### src/rtl/uart_cc_pkg.sv
package uart_cc_pkg;

    localparam int BYTE_W = 8;
    localparam int ADDR_W = 6;

    // register window offsets
    localparam logic [ADDR_W-1:0] OFS_MODE = 6'h00;
    localparam logic [ADDR_W-1:0] OFS_STAT = 6'h04;
    localparam logic [ADDR_W-1:0] OFS_CMD  = 6'h08;
    localparam logic [ADDR_W-1:0] OFS_DATA = 6'h0C;
    localparam logic [ADDR_W-1:0] OFS_AUX  = 6'h10;
    localparam logic [ADDR_W-1:0] OFS_INT  = 6'h14;

    // status bit positions
    localparam int ST_RXNE  = 0;
    localparam int ST_RXFUL = 1;
    localparam int ST_TXON  = 2;
    localparam int ST_TXEMP = 3;

    // interrupt status bit positions
    localparam int IS_TX  = 0;
    localparam int IS_RX  = 1;
    localparam int IS_BRK = 2;

    // mode register 1 bit choosing the receive interrupt source
    localparam int MR1_RXSRC = 6;

    typedef struct packed {
        logic ptr_home;
        logic rx_flush;
        logic tx_reset;
        logic brk_ack;
        logic tx_on;
        logic tx_off;
        logic rx_on;
        logic rx_off;
    } cmd_act_t;

endpackage

### src/rtl/uart_cc_cmd.sv
module uart_cc_cmd
    import uart_cc_pkg::*;
(
    input  logic              wr,
    input  logic [BYTE_W-1:0] code,
    output cmd_act_t          act
);

    logic [2:0] misc_f;
    logic [1:0] tx_f;
    logic [1:0] rx_f;

    always_comb begin
        misc_f = code[6:4];
        tx_f   = code[3:2];
        rx_f   = code[1:0];
        act    = '0;
        if (wr) begin
            act.ptr_home = (misc_f == 3'd1);
            act.rx_flush = (misc_f == 3'd2);
            act.tx_reset = (misc_f == 3'd3);
            act.brk_ack  = (misc_f == 3'd5);
            act.tx_on    = (tx_f == 2'd1);
            act.tx_off   = (tx_f == 2'd2);
            act.rx_on    = (rx_f == 2'd1);
            act.rx_off   = (rx_f == 2'd2);
        end
    end

endmodule

### src/rtl/uart_cc_rxq.sv
module uart_cc_rxq #(
    parameter int DEPTH = 4,
    parameter int W     = 8
) (
    input  logic                          clk,
    input  logic                          rst_n,
    input  logic                          flush,
    input  logic                          pop,
    input  logic                          put,
    input  logic [W-1:0]                  put_data,
    output logic [W-1:0]                  head,
    output logic [$clog2(DEPTH+1)-1:0]    count,
    output logic                          full,
    output logic                          empty
);

    localparam int CW = $clog2(DEPTH + 1);
    localparam int AW = (DEPTH > 1) ? $clog2(DEPTH) : 1;

    typedef struct packed {
        logic [DEPTH-1:0][W-1:0] mem;
        logic [CW-1:0]           cnt;
    } rxq_t;

    rxq_t s_d, s_q;
    logic [CW-1:0] cnt_mid;

    always_comb begin
        s_d     = s_q;
        cnt_mid = s_q.cnt;
        if (flush) begin
            s_d.cnt = '0;
        end else begin
            if (pop && (s_q.cnt != '0)) begin
                for (int i = 0; i < DEPTH - 1; i++) begin
                    s_d.mem[i] = s_q.mem[i+1];
                end
                cnt_mid = s_q.cnt - 1'b1;
            end
            s_d.cnt = cnt_mid;
            if (put) begin
                if (cnt_mid == CW'(DEPTH)) begin
                    s_d.mem[DEPTH-1] = put_data;
                end else begin
                    s_d.mem[cnt_mid[AW-1:0]] = put_data;
                    s_d.cnt = cnt_mid + 1'b1;
                end
            end
        end
    end

    always_ff @(posedge clk) begin
        if (!rst_n) s_q <= '0;
        else        s_q <= s_d;
    end

    assign count = s_q.cnt;
    assign empty = (s_q.cnt == '0);
    assign full  = (s_q.cnt == CW'(DEPTH));
    assign head  = empty ? '0 : s_q.mem[0];

    AST_RXQ_BOUND: assert property (@(posedge clk) disable iff (!rst_n)
        s_q.cnt <= CW'(DEPTH));

    AST_RXQ_FULL_KEEP: assert property (@(posedge clk) disable iff (!rst_n)
        (put && !pop && !flush && full) |=> full);

endmodule

### src/rtl/uart_cmd_stat.sv
module uart_cmd_stat
    import uart_cc_pkg::*;
#(
    parameter int RXQ_DEPTH = 4
) (
    input  logic              clk,
    input  logic              rst_n,
    input  logic              bus_sel,
    input  logic              bus_we,
    input  logic [5:0]        bus_addr,
    input  logic [7:0]        bus_wdata,
    output logic [7:0]        bus_rdata,
    input  logic              rx_valid,
    input  logic [7:0]        rx_data,
    input  logic              rx_break,
    output logic              rx_ready,
    output logic              tx_valid,
    output logic [7:0]        tx_data,
    input  logic              tx_ready,
    output logic              irq
);

    localparam int CW = $clog2(RXQ_DEPTH + 1);

    typedef struct packed {
        logic [BYTE_W-1:0] mr1;
        logic [BYTE_W-1:0] mr2;
        logic              ptr;
        logic              tx_en;
        logic              rx_en;
        logic              tx_empty;
        logic [BYTE_W-1:0] tx_hold;
        logic              dbrk;
        logic [BYTE_W-1:0] imr;
    } ctl_t;

    ctl_t s_d, s_q;

    logic        wr_acc, rd_acc;
    logic        cmd_wr, data_wr, data_rd, mode_acc;
    cmd_act_t    act;
    logic        q_put, q_full, q_empty;
    logic [7:0]  q_put_data, q_head;
    logic [CW-1:0] q_count;
    logic [7:0]  status, int_stat;

    assign wr_acc   = bus_sel && bus_we;
    assign rd_acc   = bus_sel && !bus_we;
    assign cmd_wr   = wr_acc && (bus_addr == OFS_CMD);
    assign data_wr  = wr_acc && (bus_addr == OFS_DATA);
    assign data_rd  = rd_acc && (bus_addr == OFS_DATA);
    assign mode_acc = bus_sel && (bus_addr == OFS_MODE);

    uart_cc_cmd u_cmd (
        .wr   (cmd_wr),
        .code (bus_wdata),
        .act  (act)
    );

    assign rx_ready   = s_q.rx_en && !q_full && !rx_break;
    assign q_put      = rx_break || (rx_valid && rx_ready);
    assign q_put_data = rx_break ? '0 : rx_data;

    uart_cc_rxq #(.DEPTH(RXQ_DEPTH), .W(BYTE_W)) u_rxq (
        .clk      (clk),
        .rst_n    (rst_n),
        .flush    (act.rx_flush),
        .pop      (data_rd),
        .put      (q_put),
        .put_data (q_put_data),
        .head     (q_head),
        .count    (q_count),
        .full     (q_full),
        .empty    (q_empty)
    );

    assign tx_valid = s_q.tx_en && !s_q.tx_empty;
    assign tx_data  = s_q.tx_hold;

    always_comb begin
        status            = '0;
        status[ST_RXNE]   = !q_empty;
        status[ST_RXFUL]  = q_full;
        status[ST_TXON]   = s_q.tx_en;
        status[ST_TXEMP]  = s_q.tx_empty;
        int_stat          = '0;
        int_stat[IS_TX]   = s_q.tx_en;
        int_stat[IS_RX]   = s_q.mr1[MR1_RXSRC] ? q_full : !q_empty;
        int_stat[IS_BRK]  = s_q.dbrk;
    end

    assign irq = |(int_stat & s_q.imr);

    always_comb begin
        case (bus_addr)
            OFS_MODE: bus_rdata = s_q.ptr ? s_q.mr2 : s_q.mr1;
            OFS_STAT: bus_rdata = status;
            OFS_DATA: bus_rdata = q_head;
            OFS_INT:  bus_rdata = int_stat;
            default:  bus_rdata = '0;
        endcase
    end

    always_comb begin
        s_d = s_q;
        if (mode_acc) begin
            if (bus_we) begin
                if (s_q.ptr) s_d.mr2 = bus_wdata;
                else         s_d.mr1 = bus_wdata;
            end
            s_d.ptr = 1'b1;
        end
        if (tx_valid && tx_ready) s_d.tx_empty = 1'b1;
        if (data_wr) begin
            s_d.tx_hold  = bus_wdata;
            s_d.tx_empty = 1'b0;
        end
        if (wr_acc && (bus_addr == OFS_INT)) s_d.imr = bus_wdata;
        // miscellaneous action first, then enable fields
        if (act.ptr_home) s_d.ptr = 1'b0;
        if (act.tx_reset) begin
            s_d.tx_en    = 1'b0;
            s_d.tx_empty = 1'b1;
        end
        if (act.brk_ack) s_d.dbrk  = 1'b0;
        if (act.tx_on)   s_d.tx_en = 1'b1;
        if (act.tx_off)  s_d.tx_en = 1'b0;
        if (act.rx_on)   s_d.rx_en = 1'b1;
        if (act.rx_off)  s_d.rx_en = 1'b0;
        if (rx_break)    s_d.dbrk  = 1'b1;
    end

    always_ff @(posedge clk) begin
        if (!rst_n) begin
            s_q          <= '0;
            s_q.tx_empty <= 1'b1;
        end else begin
            s_q <= s_d;
        end
    end

    AST_PTR_STICKY: assert property (@(posedge clk) disable iff (!rst_n)
        (s_q.ptr && !act.ptr_home) |=> s_q.ptr);

    AST_RXQ_FLUSH: assert property (@(posedge clk) disable iff (!rst_n)
        act.rx_flush |=> (q_count == '0));

    AST_TXBUF_PENDING: assert property (@(posedge clk) disable iff (!rst_n)
        data_wr |=> !status[ST_TXEMP]);

    AST_TX_HOLD: assert property (@(posedge clk) disable iff (!rst_n)
        (tx_valid && !tx_ready && !bus_sel) |=> (tx_valid && $stable(tx_data)));

    AST_BRK_FLAG: assert property (@(posedge clk) disable iff (!rst_n)
        rx_break |=> int_stat[IS_BRK]);

endmodule

### config.mk
export PLATFORM = sky130hd
export DESIGN_NAME = uart_cmd_stat
export DESIGN_NICKNAME = d
export VERILOG_FILES = /design/src/rtl/uart_cc_pkg.sv /design/src/rtl/uart_cc_cmd.sv /design/src/rtl/uart_cc_rxq.sv /design/src/rtl/uart_cmd_stat.sv
export SDC_FILE = /design/constraint.sdc
export NUM_CORES = 1
export LEC_CHECK = 0
export ABC_CLOCK_PERIOD_IN_PS = 5390
export BUFFER_PORTS_ARGS = -buffer_cell sky130_fd_sc_hd__buf_2
export CAP_MARGIN = 20
export CORE_MARGIN = 3
export CORE_UTILIZATION = 43
export CTS_CLUSTER_DIAMETER = 50
export DETAILED_ROUTE_END_ITERATION = 8
export GPL_TIMING_DRIVEN = 0
export SLEW_MARGIN = 30
export SYNTH_ARGS = -nofsm -noshare
export SYNTH_HDL_FRONTEND = slang
export SYNTH_SLANG_ARGS = --single-unit
### constraint.sdc
create_clock -name clk -period 5.39 [get_ports clk]
set_input_delay 0.2695 -clock clk [delete_from_list [all_inputs] [get_ports clk]]
set_output_delay 0.2695 -clock clk [all_outputs]
set_load 0.02 [all_outputs]
After elaboration in Yosys (flattened, before gate mapping)

Cells that the tools add are included.

Register bits: 72
Input port bits: 29
Output and inout port bits: 19

Add/subtract/negate cells: 2
Order comparisons: 2
Equal/unequal tests: 14
Multiplexer cells: 22
Bitwise operators: 4
Reductions and logical operators: 35

Operator list:

| operator           | number |
|---|---|
| $mux 27            | 2 |
| $mux 24            | 2 |
| $mux 8             | 6 |
| $bwmux 32          | 1 |
| $pmux 8 s4         | 1 |
| $demux 8 s2        | 1 |
| $logic_and 1x1->1  | 14 |
| $eq 6x4->1 const B | 2 |
| $reduce_or 2->1    | 5 |
| $eq 3x3->1 const B | 3 |
| $mux 9             | 1 |
| $and 3x8->8        | 1 |
| $reduce_or 8->1    | 1 |
| $eq 3x2->1 const B | 2 |
| $eq 6x3->1 const B | 1 |
| $eq 6x5->1 const B | 1 |
| $logic_not 6->1    | 1 |
| $mux 1             | 6 |
| $mux 3             | 2 |
| $reduce_and 3->1   | 2 |
| $reduce_bool 2->1  | 3 |
| $logic_not 1->1    | 5 |
| $eq 2x1->1 const B | 2 |
| $eq 2x2->1 const B | 2 |
| 10 further kinds   | 12 |

Logic depth before layout (Yosys ltp)

Gate-level depths: netlist of the first run.

Depth in word-level cells: 13
Mapped depth: 9
Mapped depth without buffers: 7

Cells and area by module

Synthesis of the first run repeated with hierarchy kept, for this count alone.

Cell total of the unflattened synthesis: 439
Area total of the unflattened synthesis: 3846.2 µm²

Modules (own cells, without submodules):

| module        | times used | cells each | area each (µm²) | seq. area each (µm²) |
|---|---|---|---|---|
| uart_cc_rxq   | 1          | 245        | 2035.7          | 700.7 |
| uart_cmd_stat | 1          | 186        | 1722.9          | 640.6 |
| uart_cc_cmd   | 1          | 8          | 87.6            | 0.0 |

Worst setup path before layout of the first run

Ideal clock, no wire load.

Kind: register -> register
Start point: register u_rxq.s_q, in the netlist u_rxq.count[1]
End point: register u_rxq.s_q[3] (netlist bit)
Setup time: 122 ps
Data arrival time: 2216 ps
Data required time: 5268 ps
Path slack: 3052 ps
Cell stages (with the launch flop): 9
Path buffers: 2
Cells stage by stage: dfxtp_1 -> inv_1 -> ha_1 -> buf_1 -> o2111ai_1 -> a2111oi_4 -> buf_2 -> nor3_1 -> a221o_1

Word-level cells in the longest chain between the ends: 11
Elaborated cells on any way between the ends: 22
Those cells by class: 1 x add/sub; 2 x order compare; 2 x eq/ne; 9 x mux; 8 x reduce/logical

Ends and longest elaborated chain:

| element                                              | RTL line          | RTL |
|---|---|---|
| from (decl)                                          | uart_cc_rxq.sv:25 | `rxq_t s_d, s_q;` |
| from (signal assigned)                               | uart_cc_rxq.sv:53 | `if (!rst_n) s_q <= '0;` |
| from (signal assigned)                               | uart_cc_rxq.sv:54 | `else s_q <= s_d;` |
| branches (longest 10 deep; another with $sub 3x1->3) | -                 |  |
| $mux 27 *                                            | uart_cc_rxq.sv:41 | `if (put) begin` |

Every way passes the cells marked *. The select of a mux whose other input is x is not followed.
A chain may end at the register's enable or synchronous reset.

Worst setup path in the final report of the first run

Start point: register u_rxq.s_q, in the netlist u_rxq.count[0]
End point: register u_rxq.s_q[24] (netlist bit)

The elaborated chain is that of the path after synthesis.

==> flow_metrics.tcl, run 1 <==
set metrics [dict create \
    cts_resized 0 \
    slew_viol_final 0 \
    power_frac_comb_pct 12.2 \
    vias 3305 \
    ys.flop_type "dfxtp_1" \
    crit_slowest_cell "nor3_1" \
    post_synth_num_cell_types 56 \
    die-height_um 99.59 \
    dp_hpwl_um 7195 \
    grt_pass1_vias 3073 \
    fin_crit_ps 2933 \
    grt_usage_pct 19.94 \
    wl_per_cell_um 17.33 \
    clock_latency_ps 330 \
    yosys.area.top_type "dfxtp_1" \
    yosysWarnings 0 \
    place_congestion 0.7917 \
    cts_buffer_depth 2 \
    synthArstFlopShare_pct 0 \
    antenna_found_initial 0 \
    path_cells "inv_1, ha_1, nand2b_1, nand4_1, clkbuf_1, nor3_1, o21ai_0, o211ai_1" \
    setup_slack_ps 2457 \
    hold_viol 0 \
    nNetsFinal 489 \
    start_util_pct 45.15 \
    worst_pin_slew_ps 847.7 \
    final-setup-viol-count 0 \
    synth.area.top_cells "dfxtp_1 36%, mux2i_1 16%, nor2b_1 5.5%" \
    drt-initial-drc-count 258 \
    r2r_end "u_rxq.s_q[24]$_SDFFE_PN0N_" \
    clk_pin_slew_ps 80 \
    cts_tree "built" \
    cts_setup_buffers 0 \
    syn_area_mm2 0.003766 \
    end_kind "register" \
    status "finished clean" \
    area_growth_pct 14.42 \
    start_kind "register" \
    viasPerCell 5.819 \
    vdd_ir_drop_max_mv 0.1578 \
    ys_seq_area_share_pct 35.61 \
    p_sw_share_pct 26.79 \
    drc 0 \
    r2r_slack_ps 2460 \
    diodes 0 \
    cp-endpoint "u_rxq.s_q[24]$_SDFFE_PN0N_" \
    mostFrequentLayoutCell "dfxtp_1" \
    core_area_mm2 0.008341 \
    cts_htree_levels 3 \
    power.switching_mw 0.2795 \
    cts-root-buf "clkbuf_8" \
    fin_skew_ps 11.80 \
    die_x_um 99.59 \
    rsz0062_at_grt "false" \
    power_density_mw_per_mm2 242.1 \
    finalCritPeriodShare_pct 54.42 \
    cp_max_fo 10 \
    grt_max_degree 12 \
    wirelength_um 9843 \
    finalSetupTns_ps 0 \
    drive_gt1_share_pct 18.57 \
    fillers 818 \
    critPathLaunch "u_rxq.count[0]$_SDFF_PP0_" \
    pre_cts_ws_ps 2525 \
    drtPass1Iterations 5 \
    grt_overflow 0 \
    mostFrequentLayoutCells "67 x dfxtp_1, 61 x mux2i_1, 52 x buf_2" \
    max_stage_delay_ps 740 \
    io_pins 48 \
    pwr-share-seq_pct 49.1 \
    r2r_cells 8 \
    synth_area_per_cell_um2 9.345 \
    die-area_mm2 0.009917 \
    hold_buffers 0 \
    cp.required_ps 5640 \
    cts.sinks 67 \
    timing.rr.start "u_rxq.count[0]$_SDFF_PP0_" \
    synth-edff-count 0 \
    synth_nets 434 \
    critPathKind "reg -> reg" \
    grt_pass1_wl_um 15860 \
    p_leak_nw 1.890 \
    synthCells 403 \
    worstHoldStart "bus_wdata[2]" \
    synth-seq-cells 67 \
    numPortBuffers 44 \
    synth_top_area_share_pct 35.61 \
    drtAntennaViolNets 0 \
    internal_power_mw 0.7637 \
    cap_violations 0 \
    worstPathArrival_ps 3180 \
    cts_buffers 9 \
    hp-class "in -> reg" \
    fmax_ghz 0.3409 \
    max-slew-margin-rel_pct 43.05 \
    p_clk_share_pct 38.7 \
    row_count 33 \
]
## metal layers
layer  vias to the layer above  GRT usage, %  part of all wire (%)
met5                         -             0                     0
li1                       1622             -                     -
met3                         6         4.558                   4.8
met2                        90         29.55                    45
met1                      1587         29.12                    50
met4                         0         5.147                  0.73
## Yosys cell counts (3+ instances only)
cell type,count
nand4b_1,3
nor2_1,10
or3_1,3
nand3_1,3
a21oi_1,7
buf_2,8
o22ai_1,6
o211ai_1,8
nand2_1,18
a211oi_1,9
nor3_1,17
buf_4,8
nor4_1,5
a21o_1,3
a22o_1,8
inv_1,10
mux2i_1,61
nor4b_1,8
buf_1,4
nor2b_1,33
dfxtp_1,67
o21ai_0,15
nand4_1,4
nand3b_1,4
a221o_1,16
clkbuf_1,17
and2_1,11
## worst max-delay path, delay by kind of cell, from the launching register on
family,cells,cell delay (ps)
adders and majority gates,1,320
DFF,1,400
and+or+nand+nor,3,1230
buffers and inverters,2,530
AOI/OAI and AO/OA,2,360
## flip-flops by register name, summed over array words and instances (netlist names)
register     count
int_stat         2
u_rxq.count      3
u_rxq.s_q       32
s_q             22
tx_data          8
## power groups by stage
| stage | Clock, mW | Sequential, mW | Combinational (mW) |
|---|---|---|---|
| global route | 0.433 | 0.513 | 0.140 |
| global placement | 0 | 0.523 | 0.125 |
| CTS | 0.411 | 0.512 | 0.126 |
| floorplan | 0 | 0.521 | 0.0846 |
| detailed placement | 0 | 0.523 | 0.125 |
| finish | 0.404 | 0.512 | 0.127 |
## logic make-up (layout without fill, tap and decap cells)
group           after synthesis  count (layout)  share of synthesized area, %
compound gates               93              93                         20.23
fa+ha+maj                     2               2                        0.6643
buf+inv                      49             109                         6.346
flops                        67              67                         35.61
simple gates                131             131                         20.93
mux                          61              61                         16.21
## worst min-delay path by stage
stage | end | slack (ps) | depth (start not counted)
2_1_floorplan | int_stat[0]$_SDFFE_PP0P_ | 410 | 2
3_3_place_gp | u_rxq.s_q[27]$_SDFFE_PN0P_ | 460 | 1
3_5_place_dp | u_rxq.s_q[28]$_SDFFE_PN0P_ | 460 | 1
4_1_cts | int_stat[0]$_SDFFE_PP0P_ | 210 | 3
5_1_grt | int_stat[0]$_SDFFE_PP0P_ | 230 | 3
6_report | int_stat[0]$_SDFFE_PP0P_ | 230 | 3
## layout make-up
cell class / count / area (µm²) / area share (%)
timing repair buffer: 44 / 220.2 / 5.110
clock inverter: 5 / 53.80 / 1.249
clock buffer: 11 / 131.4 / 3.049
buffer: 39 / 201.4 / 4.675
tap: 105 / 131.4 / 3.049
multi-input combinational: 287 / 2192 / 50.87
inverter: 10 / 37.54 / 0.8711
sequential: 67 / 1341 / 31.13
## per-stage QoR
step | cells | utilization, % | hold WS (ps) | cell area [µm²] | power, mW
4_1_cts | 568 | 51.59 | 205.7 | 4303 | 1.049
3_3_place_gp | 552 | 49.37 | 459.3 | 4118 | 0.6479
6_report | 568 | 51.67 | 225.4 | 4309 | 1.043
2_1_floorplan | 403 | - | 409.4 | 3766 | 0.6051
3_5_place_dp | 552 | 49.37 | 464.9 | 4118 | 0.6484
5_1_grt | 568 | 51.67 | 230.7 | 4309 | 1.085
(Power assumes the default switching activity.)
==> inputs of run 2 (changes only) <==
--- a/config.mk
+++ b/config.mk
@@ -5,7 +5,7 @@
 export SDC_FILE = /design/constraint.sdc
 export NUM_CORES = 1
 export LEC_CHECK = 0
-export ABC_CLOCK_PERIOD_IN_PS = 5390
+export ABC_CLOCK_PERIOD_IN_PS = 2900
 export BUFFER_PORTS_ARGS = -buffer_cell sky130_fd_sc_hd__buf_2
 export CAP_MARGIN = 20
 export CORE_MARGIN = 3
==> constraint.sdc (replaced) <==
create_clock -name clk -period 2.9 [get_ports clk]
set_input_delay 0.145 -clock clk [delete_from_list [all_inputs] [get_ports clk]]
set_output_delay 0.145 -clock clk [all_outputs]
set_load 0.02 [all_outputs]
==> run 2 against run 1 <==
Compared with the run above: register-to-register slack got worse by 2200 ps; routed wire length increased by 0.48%; non-clock buffer count increased by 1; cell area increased by 0.44%; final cell count increased by 0.18%; worst hold slack got worse by 130 ps; combinational power increased by 90%; clock power increased by 87%; first-iteration DRC count decreased by 9.7%; utilization increased by 0.22 points; clock skew about the same.
==> flow_metrics.tcl, run 2 (synthesis gave the netlist of run 1 again) <==
set metrics [dict create \
    power_density_mw_per_mm2 450.5 \
    hp-class "in -> reg" \
    cts_htree_levels 3 \
    die-height_um 99.59 \
    finalCritPeriodShare_pct 92.15 \
    grt_overflow 0 \
    cts-root-buf "clkbuf_8" \
    final-setup-viol-count 0 \
    critPathKind "reg -> reg" \
    post_dp_cell_area_mm2 0.004118 \
    cts_buffer_depth 2 \
    p_sw_share_pct 27.08 \
    area_growth_pct 14.92 \
    place_congestion 0.7917 \
    wl_per_cell_um 17.38 \
    regMostFlops "u_rxq.s_q" \
    fin_crit_ps 2672 \
    fmax_ghz 0.3742 \
    drtAntennaViolNets 0 \
    setup_slack_ps 227.6 \
    mostFrequentLayoutCells "67 x dfxtp_1, 61 x mux2i_1, 51 x buf_2" \
    row_count 33 \
    slew_viol_final 0 \
    dp_hpwl_um 7195 \
    post-route-util_pct 51.89 \
    wirelength_um 9890 \
    viasPerCell 5.859 \
    cts.sinks 67 \
    drt-initial-drc-count 233 \
    drive_gt1_share_pct 19.40 \
    p_leak_nw 1.902 \
    grt_pass1_vias 3073 \
    rsz0062_at_grt "true" \
    hold_buffers 0 \
    vias 3334 \
    grt_usage_pct 19.94 \
    pwr-share-seq_pct 48.8 \
    io_pins 48 \
    numPortBuffers 44 \
    max-slew-margin-rel_pct 51.18 \
    crit_slowest_cell "a2111oi_4" \
    internal_power_mw 1.422 \
    grt_max_degree 12 \
    cts_buffers 9 \
    power.switching_mw 0.5279 \
    largest_reg_flops 32 \
    cp.required_ps 3120 \
    grt_pass1_wl_um 15860 \
    antenna_found_initial 0 \
    die_x_um 99.59 \
    drc 0 \
    core_area_mm2 0.008341 \
    fin_skew_ps 12.30 \
    start_kind "register" \
    worstPathArrival_ps 2890 \
    status "finished clean" \
    die-area_mm2 0.009917 \
    worst_pin_slew_ps 728.3 \
    design_area_mm2 0.004328 \
    clk_pin_slew_ps 80 \
    mostFrequentLayoutCell "dfxtp_1" \
    clock_latency_ps 340 \
    vdd_ir_drop_max_mv 0.2963 \
    r2r_slack_ps 230 \
    end_kind "register" \
    hold_viol 0 \
    power_frac_comb_pct 12.4 \
    max_stage_delay_ps 480 \
    cp_max_fo 10 \
    cap_violations 0 \
    path_cells "inv_1, ha_1, buf_1, o2111ai_1, a2111oi_4, buf_2, nor3_1, a221o_1" \
    p_clk_share_pct 38.8 \
    diodes 0 \
    drtPass1Iterations 5 \
    start_util_pct 45.15 \
    pre_cts_ws_ps 34.63 \
    nNetsFinal 490 \
    cts_tree "built" \
]
run 2: through the flow:
| step | cells | TNS (ps) | power (mW) | hold WS, ps |
|---|---|---|---|---|
| after floorplan | 403 | 0 | 1.125 | 284.9 |
| after global placement | 552 | 0 | 1.204 | 438.5 |
| after detailed placement | 552 | 0 | 1.205 | 446.1 |
| after CTS | 568 | 0 | 1.950 | 81.19 |
| after global routing | 569 | -29.37 | 2.020 | 106.2 |
| final | 569 | 0 | 1.950 | 96.21 |
run 2: final timing paths:
path,startpoint,endpoint,cells after the start
worst min register to register,u_rxq.s_q[34]$_SDFFE_PN0P_,u_rxq.s_q[34]$_SDFFE_PN0P_,1
worst max-delay path,u_rxq.count[0]$_SDFF_PP0_,u_rxq.s_q[10]$_SDFFE_PN0N_,8
worst min-delay path,bus_wdata[7],tx_data[7]$_SDFFE_PN0P_,3
worst max register to register,u_rxq.count[0]$_SDFF_PP0_,u_rxq.s_q[10]$_SDFFE_PN0N_,8
run 2: power groups by stage:
stage / Combinational [mW] / Sequential (mW) / Clock (mW)
after floorplan: 0.157 / 0.968 / 0
after global placement: 0.233 / 0.972 / 0
after detailed placement: 0.233 / 0.972 / 0
after CTS: 0.234 / 0.951 / 0.765
after global routing: 0.263 / 0.953 / 0.805
final: 0.241 / 0.951 / 0.757
run 2: metal layers:
layer | global-route usage, % | up-vias | wire length (µm)
met5 | 0 | - | 0
met1 | 29.12 | 1615 | 4942
met2 | 29.55 | 86 | 4376
li1 | - | 1625 | -
met3 | 4.558 | 8 | 467
met4 | 5.147 | 0 | 104
run 2: final cells by class:
type,instances,area [µm²]
multi-input cells,287,2200
clock buffers,11,131.4
flip-flops and latches,67,1341
clock inverters,5,53.80
fillers,814,4013
inverters,10,37.54
plain buffers,39,205.2
well taps,105,131.4
repair buffers,45,227.7
run 2: what timing repair did:
item | in CTS | in global routing
resized for setup | 0 | 4
endpoints found under the setup margin | 0 | 16
buffers inserted | 0 | 1
run 2: worst max-delay path, delay by kind of cell, from the launching register on:
| kind | cells | cell delay (ps) |
|---|---|---|
| compound gates | 3 | 980 |
| simple gates | 1 | 80 |
| fa+ha+maj | 1 | 310 |
| flops | 1 | 400 |
| buf+inv | 3 | 770 |
==> inputs of run 3 (changes only) <==
--- a/config.mk
+++ b/config.mk
@@ -13,6 +13,7 @@
 export CTS_CLUSTER_DIAMETER = 50
 export DETAILED_ROUTE_END_ITERATION = 8
 export GPL_TIMING_DRIVEN = 0
+export PLACE_DENSITY_LB_ADDON = 0.1
 export SLEW_MARGIN = 30
 export SYNTH_ARGS = -nofsm -noshare
 export SYNTH_HDL_FRONTEND = slang
==> constraint.sdc (replaced) <==
create_clock -name clk -period 2.9 [get_ports clk]
set_input_delay 0.435 -clock clk [delete_from_list [all_inputs] [get_ports clk]]
set_output_delay 0.435 -clock clk [all_outputs]
set_load 0.02 [all_outputs]
==> run 3 against run 2 <==
Compared with the run above: critical endpoint is now bus_rdata[2]; sequential power about the same; register-to-register slack improved by 40 ps; largest power group unchanged; sequential share of layout area about the same.
==> flow_metrics.tcl, run 3 (synthesis gave the netlist of run 1 again) <==
set metrics [dict create \
    status "finished clean" \
    path_cells "buf_2, or4_4, buf_6, or3_1, clkbuf_1, o221ai_1, buf_2" \
    die-area_mm2 0.009917 \
    die-height_um 99.59 \
    start_util_pct 45.15 \
    met2_length_um 4548 \
    die_x_um 99.59 \
    cap_violations 0 \
    mostFrequentLayoutCells "67 x dfxtp_1, 61 x mux2i_1, 52 x buf_2" \
    row_count 33 \
    drtAntennaViolNets 0 \
    cp_max_fo 10 \
    clock_latency_ps 340 \
    routed.top_layer "met4" \
    cp.required_ps 2470 \
    max-slew-margin-rel_pct 51.14 \
    grt_usage_pct 21.03 \
    core_area_mm2 0.008341 \
    start_kind "primary input" \
    crit_family "simple AND/OR/NAND/NOR gates" \
    vdd_ir_drop_max_mv 0.1905 \
    drt-initial-drc-count 187 \
    regMostFlops "u_rxq.s_q" \
    worst_pin_slew_ps 732.9 \
    grt_pass1_vias 3174 \
    clk_pin_slew_ps 70 \
    p_leak_nw 1.895 \
    fin_crit_ps 2692 \
    power_mw 1.891 \
    grt_pass1_wl_um 16600 \
    io_pins 48 \
    power_density_mw_per_mm2 437.5 \
    worstPathArrival_ps 2260 \
    fin_skew_ps 12.46 \
    cts_tree "built" \
    critPathKind "in -> out" \
    wl_met3_um 411 \
    setup_slack_ps 208.3 \
    hp-class "in -> reg" \
    drive_gt1_share_pct 19.61 \
    cp_num_buf_inv 4 \
    cts_buffer_depth 2 \
    drc 0 \
    final-setup-viol-count 0 \
    antenna_found_initial 0 \
    drtPass1Iterations 6 \
    viasPerCell 5.875 \
    largest_reg_flops 32 \
    wl_met1_um 4992 \
    grt_overflow 0 \
    end_kind "output port" \
    worstHoldStart "bus_wdata[2]" \
    wl_per_cell_um 17.78 \
    max_stage_delay_ps 550 \
    timing.rr.start "u_rxq.count[0]$_SDFF_PP0_" \
    vias 3343 \
    cts_htree_levels 3 \
    rsz0062_at_grt "false" \
    wirelength_um 10120 \
    critPathLaunch "bus_addr[1]" \
    mostFrequentLayoutCell "dfxtp_1" \
    dp_hpwl_um 7309 \
    cts-root-buf "clkbuf_8" \
    area_growth_pct 14.78 \
    fmax_ghz 0.3715 \
    numPortBuffers 44 \
    finalCritPeriodShare_pct 92.82 \
    cts_buffers 9 \
    nNetsFinal 492 \
    slew_viol_final 0 \
    crit_slowest_cell "or4_4" \
    pre_cts_ws_ps -55.17 \
    worst_path_most_repeated_cell "buf_2" \
    diodes 0 \
    hold_viol 0 \
    grt_max_degree 11 \
    place_congestion 0.7967 \
    cts.sinks 67 \
]
-- run 3: cell count changes in the layout (fill, tap and decap cells not counted), sizes merged --
cell and delta:
clkinvlp +1, buf +3, clkinv -3, bufinv -1
-- run 3: area by class of cell --
type	count	area (µm²)
Clock inverter	2	12.51
Timing Repair Buffer	47	242.7
Buffer	39	202.7
Clock buffer	12	155.1
Inverter	10	37.54
Sequential cell	67	1341
Tap cell	105	131.4
Multi-Input combinational cell	287	2200
Fill cell	827	4018
-- run 3: worst min-delay path, delay by kind of cell --
family | cells | cell delay [ps]
buffers and inverters | 1 | 130
and+or+nand+nor | 1 | 60
AOI/OAI and AO/OA | 1 | 60
-- run 3: power by group --
group / internal (mW) / switching [mW] / total (mW) / leakage, nW
registers: 0.937 / 0.0143 / 0.951 / 0.542
clock network: 0.347 / 0.350 / 0.697 / 0.0843
logic: 0.0902 / 0.153 / 0.243 / 1.27
-- run 3: per-stage QoR --
step	utilization [%]	std cells	area [µm²]	hold WS [ps]	setup TNS, ps
after floorplan	-	403	3766	441.7	0
after global placement	49.37	552	4118	460.2	-307.2
after detailed placement	49.37	552	4118	464.8	-265.2
after CTS	51.38	566	4285	382.3	0
after global routing	51.83	569	4323	384.7	0
final	51.83	569	4323	396.3	0
-- run 3: final timing paths --
check | endpoint | slack (ps) | cells after the start
worst min-delay path | int_stat[0]$_SDFFE_PP0P_ | 400 | 3
worst max register to register | u_rxq.s_q[8]$_SDFFE_PN0N_ | 270 | 8
worst min register to register | u_rxq.s_q[34]$_SDFFE_PN0P_ | 480 | 1
worst max-delay path | bus_rdata[2] | 210 | 7
-- run 3: repair_timing --
item / in CTS / in global routing
setup buffers: 0 / 3
setup endpoints to repair: 0 / 26
resized for setup: 0 / 3
hold buffers: 0 / 0
-- run 3: routing by layer --
| layer | up-vias | global-route usage [%] |
|---|---|---|
| met2 | 86 | 30.22 |
| met3 | 13 | 3.717 |
| li1 | 1628 | - |
| met5 | - | 0 |
| met1 | 1616 | 30.80 |
| met4 | 0 | 8.718 |
